File: src/rtl/sample_link_pkg.sv
// Package: shared defaults and helpers for the sampling link.
// Assumes: sequence tags are plain unsigned counters that wrap.
package sample_link_pkg;
    localparam int unsigned DATA_W_DEFAULT = 32;
    localparam int unsigned SEQ_W_DEFAULT  = 8;

    // Next tag value, modulo 2^SEQ_W (width handled by the caller's cast).
    function automatic logic [31:0] tag_advance(input logic [31:0] cur);
        return cur + 32'd1;
    endfunction
endpackage

File: src/rtl/sample_link_writer.sv
// Producer side: owns the shared word and its sequence tag.
// Assumes: a single producer and a single-cycle write trigger.
module sample_link_writer
    import sample_link_pkg::*;
#(
    parameter int unsigned DATA_W = DATA_W_DEFAULT,
    parameter int unsigned SEQ_W  = SEQ_W_DEFAULT
) (
    input  logic              clk,
    input  logic              rst_n,
    input  logic              wr_en,
    input  logic [DATA_W-1:0] wr_data,
    output logic [DATA_W-1:0] word_q,
    output logic [SEQ_W-1:0]  tag_q
);
    logic [31:0] tag_wide;

    // Widen the tag so the package helper can advance it.
    always_comb tag_wide = 32'(tag_q);

    // Store the word and advance the tag on each write.
    always_ff @(posedge clk) begin
        if (!rst_n) begin
            word_q <= '0;
            tag_q  <= '0;
        end else if (wr_en) begin
            word_q <= wr_data;
            tag_q  <= SEQ_W'(tag_advance(tag_wide));
        end
    end
endmodule

File: src/rtl/sample_link_reader.sv
// Consumer side: keeps the tag of the last consumed word.
// Assumes: a single consumer. A read captures the tag seen in that cycle.
module sample_link_reader #(
    parameter int unsigned SEQ_W = 8
) (
    input  logic             clk,
    input  logic             rst_n,
    input  logic             rd_en,
    input  logic [SEQ_W-1:0] tag_now,
    output logic [SEQ_W-1:0] last_tag_q
);
    // Capture the tag current at the read.
    always_ff @(posedge clk) begin
        if (!rst_n)     last_tag_q <= '0;
        else if (rd_en) last_tag_q <= tag_now;
    end
endmodule

File: src/rtl/sample_link_fresh.sv
// Freshness compare: equality of the stored tag and the last-read tag.
// Assumes: the consumer polls at least once per 2^SEQ_W writes.
module sample_link_fresh #(
    parameter int unsigned SEQ_W = 8
) (
    input  logic [SEQ_W-1:0] tag_now,
    input  logic [SEQ_W-1:0] tag_seen,
    output logic             fresh
);
    logic [SEQ_W-1:0] diff;

    // Bitwise mismatch between the two tags.
    always_comb diff = tag_now ^ tag_seen;

    // Fresh when any bit differs.
    always_comb fresh = |diff;
endmodule

File: src/rtl/sample_link.sv
// Top: non-blocking single-writer single-reader sampling channel.
// Assumes: both triggers are in the clk domain. Reads are combinational views.
module sample_link
    import sample_link_pkg::*;
#(
    parameter int unsigned DATA_W = DATA_W_DEFAULT,
    parameter int unsigned SEQ_W  = SEQ_W_DEFAULT
) (
    input  logic              clk,
    input  logic              rst_n,
    input  logic              wr_en,
    input  logic [DATA_W-1:0] wr_data,
    input  logic              rd_en,
    output logic [DATA_W-1:0] rd_data,
    output logic [SEQ_W-1:0]  rd_seq,
    output logic              rd_fresh
);
    logic [DATA_W-1:0] word_q;
    logic [SEQ_W-1:0]  tag_q;
    logic [SEQ_W-1:0]  last_tag_q;

    sample_link_writer #(.DATA_W(DATA_W), .SEQ_W(SEQ_W)) u_writer (
        .clk(clk), .rst_n(rst_n), .wr_en(wr_en), .wr_data(wr_data),
        .word_q(word_q), .tag_q(tag_q)
    );

    sample_link_reader #(.SEQ_W(SEQ_W)) u_reader (
        .clk(clk), .rst_n(rst_n), .rd_en(rd_en),
        .tag_now(tag_q), .last_tag_q(last_tag_q)
    );

    sample_link_fresh #(.SEQ_W(SEQ_W)) u_fresh (
        .tag_now(tag_q), .tag_seen(last_tag_q), .fresh(rd_fresh)
    );

    // Present the stored contents to the consumer.
    always_comb begin
        rd_data = word_q;
        rd_seq  = tag_q;
    end
endmodule

File: config.mk
export PLATFORM = sky130hd
export DESIGN_NAME = sample_link
export DESIGN_NICKNAME = d
export VERILOG_FILES = /design/src/rtl/sample_link_pkg.sv /design/src/rtl/sample_link_writer.sv /design/src/rtl/sample_link_reader.sv /design/src/rtl/sample_link_fresh.sv /design/src/rtl/sample_link.sv
export SDC_FILE = /design/constraint.sdc
export NUM_CORES = 1
export LEC_CHECK = 0
export BUFFER_PORTS_ARGS = -buffer_cell sky130_fd_sc_hd__buf_2
export CAP_MARGIN = 20
export CORE_ASPECT_RATIO = 2
export CORE_MARGIN = 8
export CORE_UTILIZATION = 30
export CTS_CLUSTER_DIAMETER = 150
export DETAILED_ROUTE_END_ITERATION = 8
export PLACE_DENSITY = 0.57
export SLEW_MARGIN = 30
export SYNTH_ARGS = -nofsm -noshare
export SYNTH_HDL_FRONTEND = slang
export SYNTH_SLANG_ARGS = --single-unit
export TNS_END_PERCENT = 10
File: constraint.sdc
create_clock -name clk -period 3.5 [get_ports clk]
set_input_delay 0.525 -clock clk [delete_from_list [all_inputs] [get_ports clk]]
set_output_delay 0.525 -clock clk [all_outputs]
set_load 0.05 [all_outputs]
-- Yosys cells after proc, flatten, opt, wreduce, memory -nomap -nowiden
Cells that the tools add are included.
- bits in registers: 48
- word-level logic and storage cells: 6
- reductions and logical operators: 1
- bitwise logic cells: 1
- $add $sub $neg: 1
- operators with widths (cell ; number):
    $add 8x1->8 const B ; 1
    $reduce_or 8->1 ; 1
    $xor 8x8->8 ; 1

-- Depth between registers and ports, before layout
- depth in word-level cells: 2
- gate-level depth with buffers: 5
- depth with buffers taken out: 4

-- Hierarchy
A second synthesis with hierarchy kept.
- cells, all modules: 176
- area total of the unflattened synthesis: 1948.1 um^2
- modules (own cells, without submodules) (module ; cells an instance ; instances ; area each (um^2)):
    sample_link_writer ; 140 ; 1 ; 1560.2
    sample_link_reader ; 25 ; 1 ; 301.5
    sample_link_fresh ; 11 ; 1 ; 86.3

-- Worst setup path after synthesis
No wires, ideal clock.
- path kind: register to output
- start point: reg u_writer.tag_q[2]
- end point: out rd_fresh
- cell stages (with the launch flop): 5
- buffers on the path: 1
- arrival time: 1.472 ns
- required time: 2.975 ns
- slack: 1.503 ns
- cells stage by stage: dfxtp_1 > buf_4 > xor2_1 > nor4_1 > nand2_1
- longest elaborated chain between the ends: 2
- ends and longest elaborated chain (element ; line ; source):
    start: declaration ; sample_link_writer.sv:14 ; output logic [SEQ_W-1:0] tag_q
    start signal: assignment ; sample_link_writer.sv:28 ; tag_q <= SEQ_W'(tag_advance(tag_wide));
    $xor 8x8->8 ; sample_link_fresh.sv:13 ; always_comb diff = tag_now ^ tag_seen;
    $reduce_or 8->1 ; sample_link_fresh.sv:16 ; always_comb fresh = |diff;
    end: declaration ; sample_link.sv:16 ; output logic rd_fresh
Every way passes these cells.

-- Worst setup path after layout
Same ends and word-level chain as after synthesis.

==> flow_summary.yaml <==
synth:
  synth_area_per_cell_um2: 10.91
  ys_types: 22
  synth_top_area_cell: "dfxtp_1"
  syn_area_um2: 1953
  synthFlopType: "dfxtp_1"
  yosys.area.top_type_share_pct: 49.20
  yosysWarnings: 0
  synth.net_count: 216
  ys_seq_area_share_pct: 49.20
  ys_async_sr_fraction_pct: 0
  synth_edf_count: 0
  synth_seq_cells: 48
  synth_cells: 179
  synth.area.top_cells: "dfxtp_1 (49%), mux2i_1 (22%), nor2b_1 (13%)"
clock_network:
  clkTransAtPathRegs_ns: 0.06
  post-cts-setup-buffers: 0
  cts_tree: "done"
  clock-sinks: 48
  cts_resized: 0
  cts-root-buf: "clkbuf_16"
  holdBufCountCts: 0
  clock_latency_ns: 0.28
  cts_buffers: 5
  htreeDepth: 2
  clockBufferDepth: 2
grt:
  overflow: 0
  grt_pass1_vias: 1506
  grt_max_degree: 50
  grt_pass1_wl_um: 7300
  antenna_found_initial: 0
  grtUsageTotal_pct: 10.10
layout:
  layout_commonest_cell: "buf_2"
  drive_gt1_share_pct: 33.47
  syn2layout_area_growth_pct: 29.60
  register_area_um2: 960.9
  diodes: 0
  multiInputGateArea_um2: 918.4
  fill_cells: 675
  nets: 288
  most-common-layout-cells: "buf_2 (76), dfxtp_1 (48), mux2i_1 (42)"
  post-route-util_pct: 40.12
  stdcell_area_um2: 2531
min_path:
  min_path_type: "in2reg"
  min_delay_path_depth: 3
route:
  vias_per_cell: 4.243
  detail_route.wl_per_cell_um: 13.66
  drc: 0
  num_vias: 1430
  wirelength_um: 4604
  dr.pass1.iters: 3
  postRouteAntennaNets: 0
  drtIter0Drc: 87
die:
  rows: 41
  fp.dieH_um: 130.1
  initial_utilization_pct: 30.95
  die_area_um2: 9505
  core_um2: 6310
  ios: 77
  dieWidth_um: 73.06
worst_setup_path:
  cp_num_buf_inv: 1
  critPathMaxStageDelay_ns: 0.49
  path_class: "reg2out"
  crit_path_cell_trace: "xor2_1 > nor4_1 > nand2_1 > buf_2"
  crit_path_end_kind: "output pin"
  arrival_ns: 1.51
  critPathMaxFanout: 7
  start_kind: "flip-flop"
  crit_cells: 4
  cp_top_family: "flip-flops"
  reg2regPathDepth: 4
  cp_slowest_cell: "dfxtp_1"
  cp.required_ns: 2.97
status:
  status: "complete, no violations"
timing:
  final_max_slew_viol_count: 0
  worst_slew_pin_slew_ns: 0.7010
  relSlewSlack_pct: 53.27
  max_freq_mhz: 490.6
  fin_crit_sh_pct: 58.24
  rsz0062_at_grt: "false"
  clock_skew_ns: 0.001126
  setup_slack_ns: 1.462
  finalWorstPathRequiredPeriod_ns: 2.038
  setup_violations: 0
  final.setup.tns_ns: 0
  report.final.hold_viol_count: 0
pwr:
  max-vdd-ir-drop_mv: 0.3489
  total_power_w: 0.001295
  p_leak_nw: 1.255
  p_per_area_nw_per_um2: 511.7
place:
  dpl_cell_area_um2: 2379
  port_buffers: 76
  place_congestion: 0.7313
  dp_hpwl_um: 3445
  pre_cts_slack_ns: 1.658
job:
  max_cap_violations: 0
layout make-up:
type | instances | area share (%)
multi-input cells | 118 | 36.28
flip-flops and latches | 48 | 37.96
inverters | 1 | 0.1483
well taps | 86 | 4.251
clock buffers | 7 | 6.031
repair buffers | 77 | 15.32
final timing paths:
| kind | start | to | slack (ns) |
|---|---|---|---|
| max | u_writer.tag_q[2]$_SDFFE_PN0P_ | rd_fresh | 1.46 |
| min | wr_data[0] | u_writer.word_q[0]$_SDFFE_PN0P_ | 0.50 |
| max reg2reg | u_writer.tag_q[0]$_SDFFE_PN0P_ | u_writer.tag_q[6]$_SDFFE_PN0P_ | 2.09 |
| min reg2reg | u_writer.word_q[5]$_SDFFE_PN0P_ | u_writer.word_q[5]$_SDFFE_PN0P_ | 0.51 |
metal layers:
| layer | vias to the layer above | part of all wire (%) | track usage, % |
|---|---|---|---|
| li1 | 733 | - | - |
| met1 | 653 | 37 | 9.376 |
| met2 | 38 | 55 | 18.18 |
| met3 | 6 | 5.7 | 3.536 |
| met4 | 0 | 2.5 | 6.057 |
| met5 | - | 0 | 0 |
flip-flops by register name (all words and copies together) (netlist names):
name                 count
u_writer.word_q         32
u_writer.tag_q           8
u_reader.last_tag_q      8
cell families (layout without fill, tap and decap cells):
| group | count (synthesis) | count (layout) | synth area share, % |
|---|---|---|---|
| simple gates | 59 | 59 | 18.19 |
| flops | 48 | 48 | 49.20 |
| mux | 42 | 42 | 21.52 |
| buf+inv | 13 | 85 | 3.779 |
| xor+xnor | 12 | 12 | 5.382 |
| compound gates | 4 | 4 | 1.281 |
| fa+ha+maj | 1 | 1 | 0.6405 |
stage by stage:
| step | std cells | hold WS [ns] |
|---|---|---|
| after global routing | 337 | 0.4924 |
| after floorplan | 179 | 0.5027 |
| after CTS | 337 | 0.4891 |
| final | 337 | 0.4961 |
| after detailed placement | 330 | 0.5011 |
| after global placement | 330 | 0.4914 |
worst min-delay path, delay by kind of cell:
family / cells / cell delay [ns]
buf+inv: 1 / 0.07
mux: 1 / 0.05
simple gates: 1 / 0.09
report_power, final:
| part | total [W] | internal, W | switching [W] |
|---|---|---|---|
| logic | 0.000217 | 0.0000701 | 0.000147 |
| clock network | 0.000491 | 0.000300 | 0.000191 |
| registers | 0.000588 | 0.000572 | 0.0000155 |
cell usage after synthesis (all sizes together), types with 3 or more instances:
master	n
nor2b	41
clkbuf	6
dfxtp	48
and2	4
xor2	9
buf	6
mux2i	42
xnor2	3
nand2	4
(Power assumes the default switching activity.)
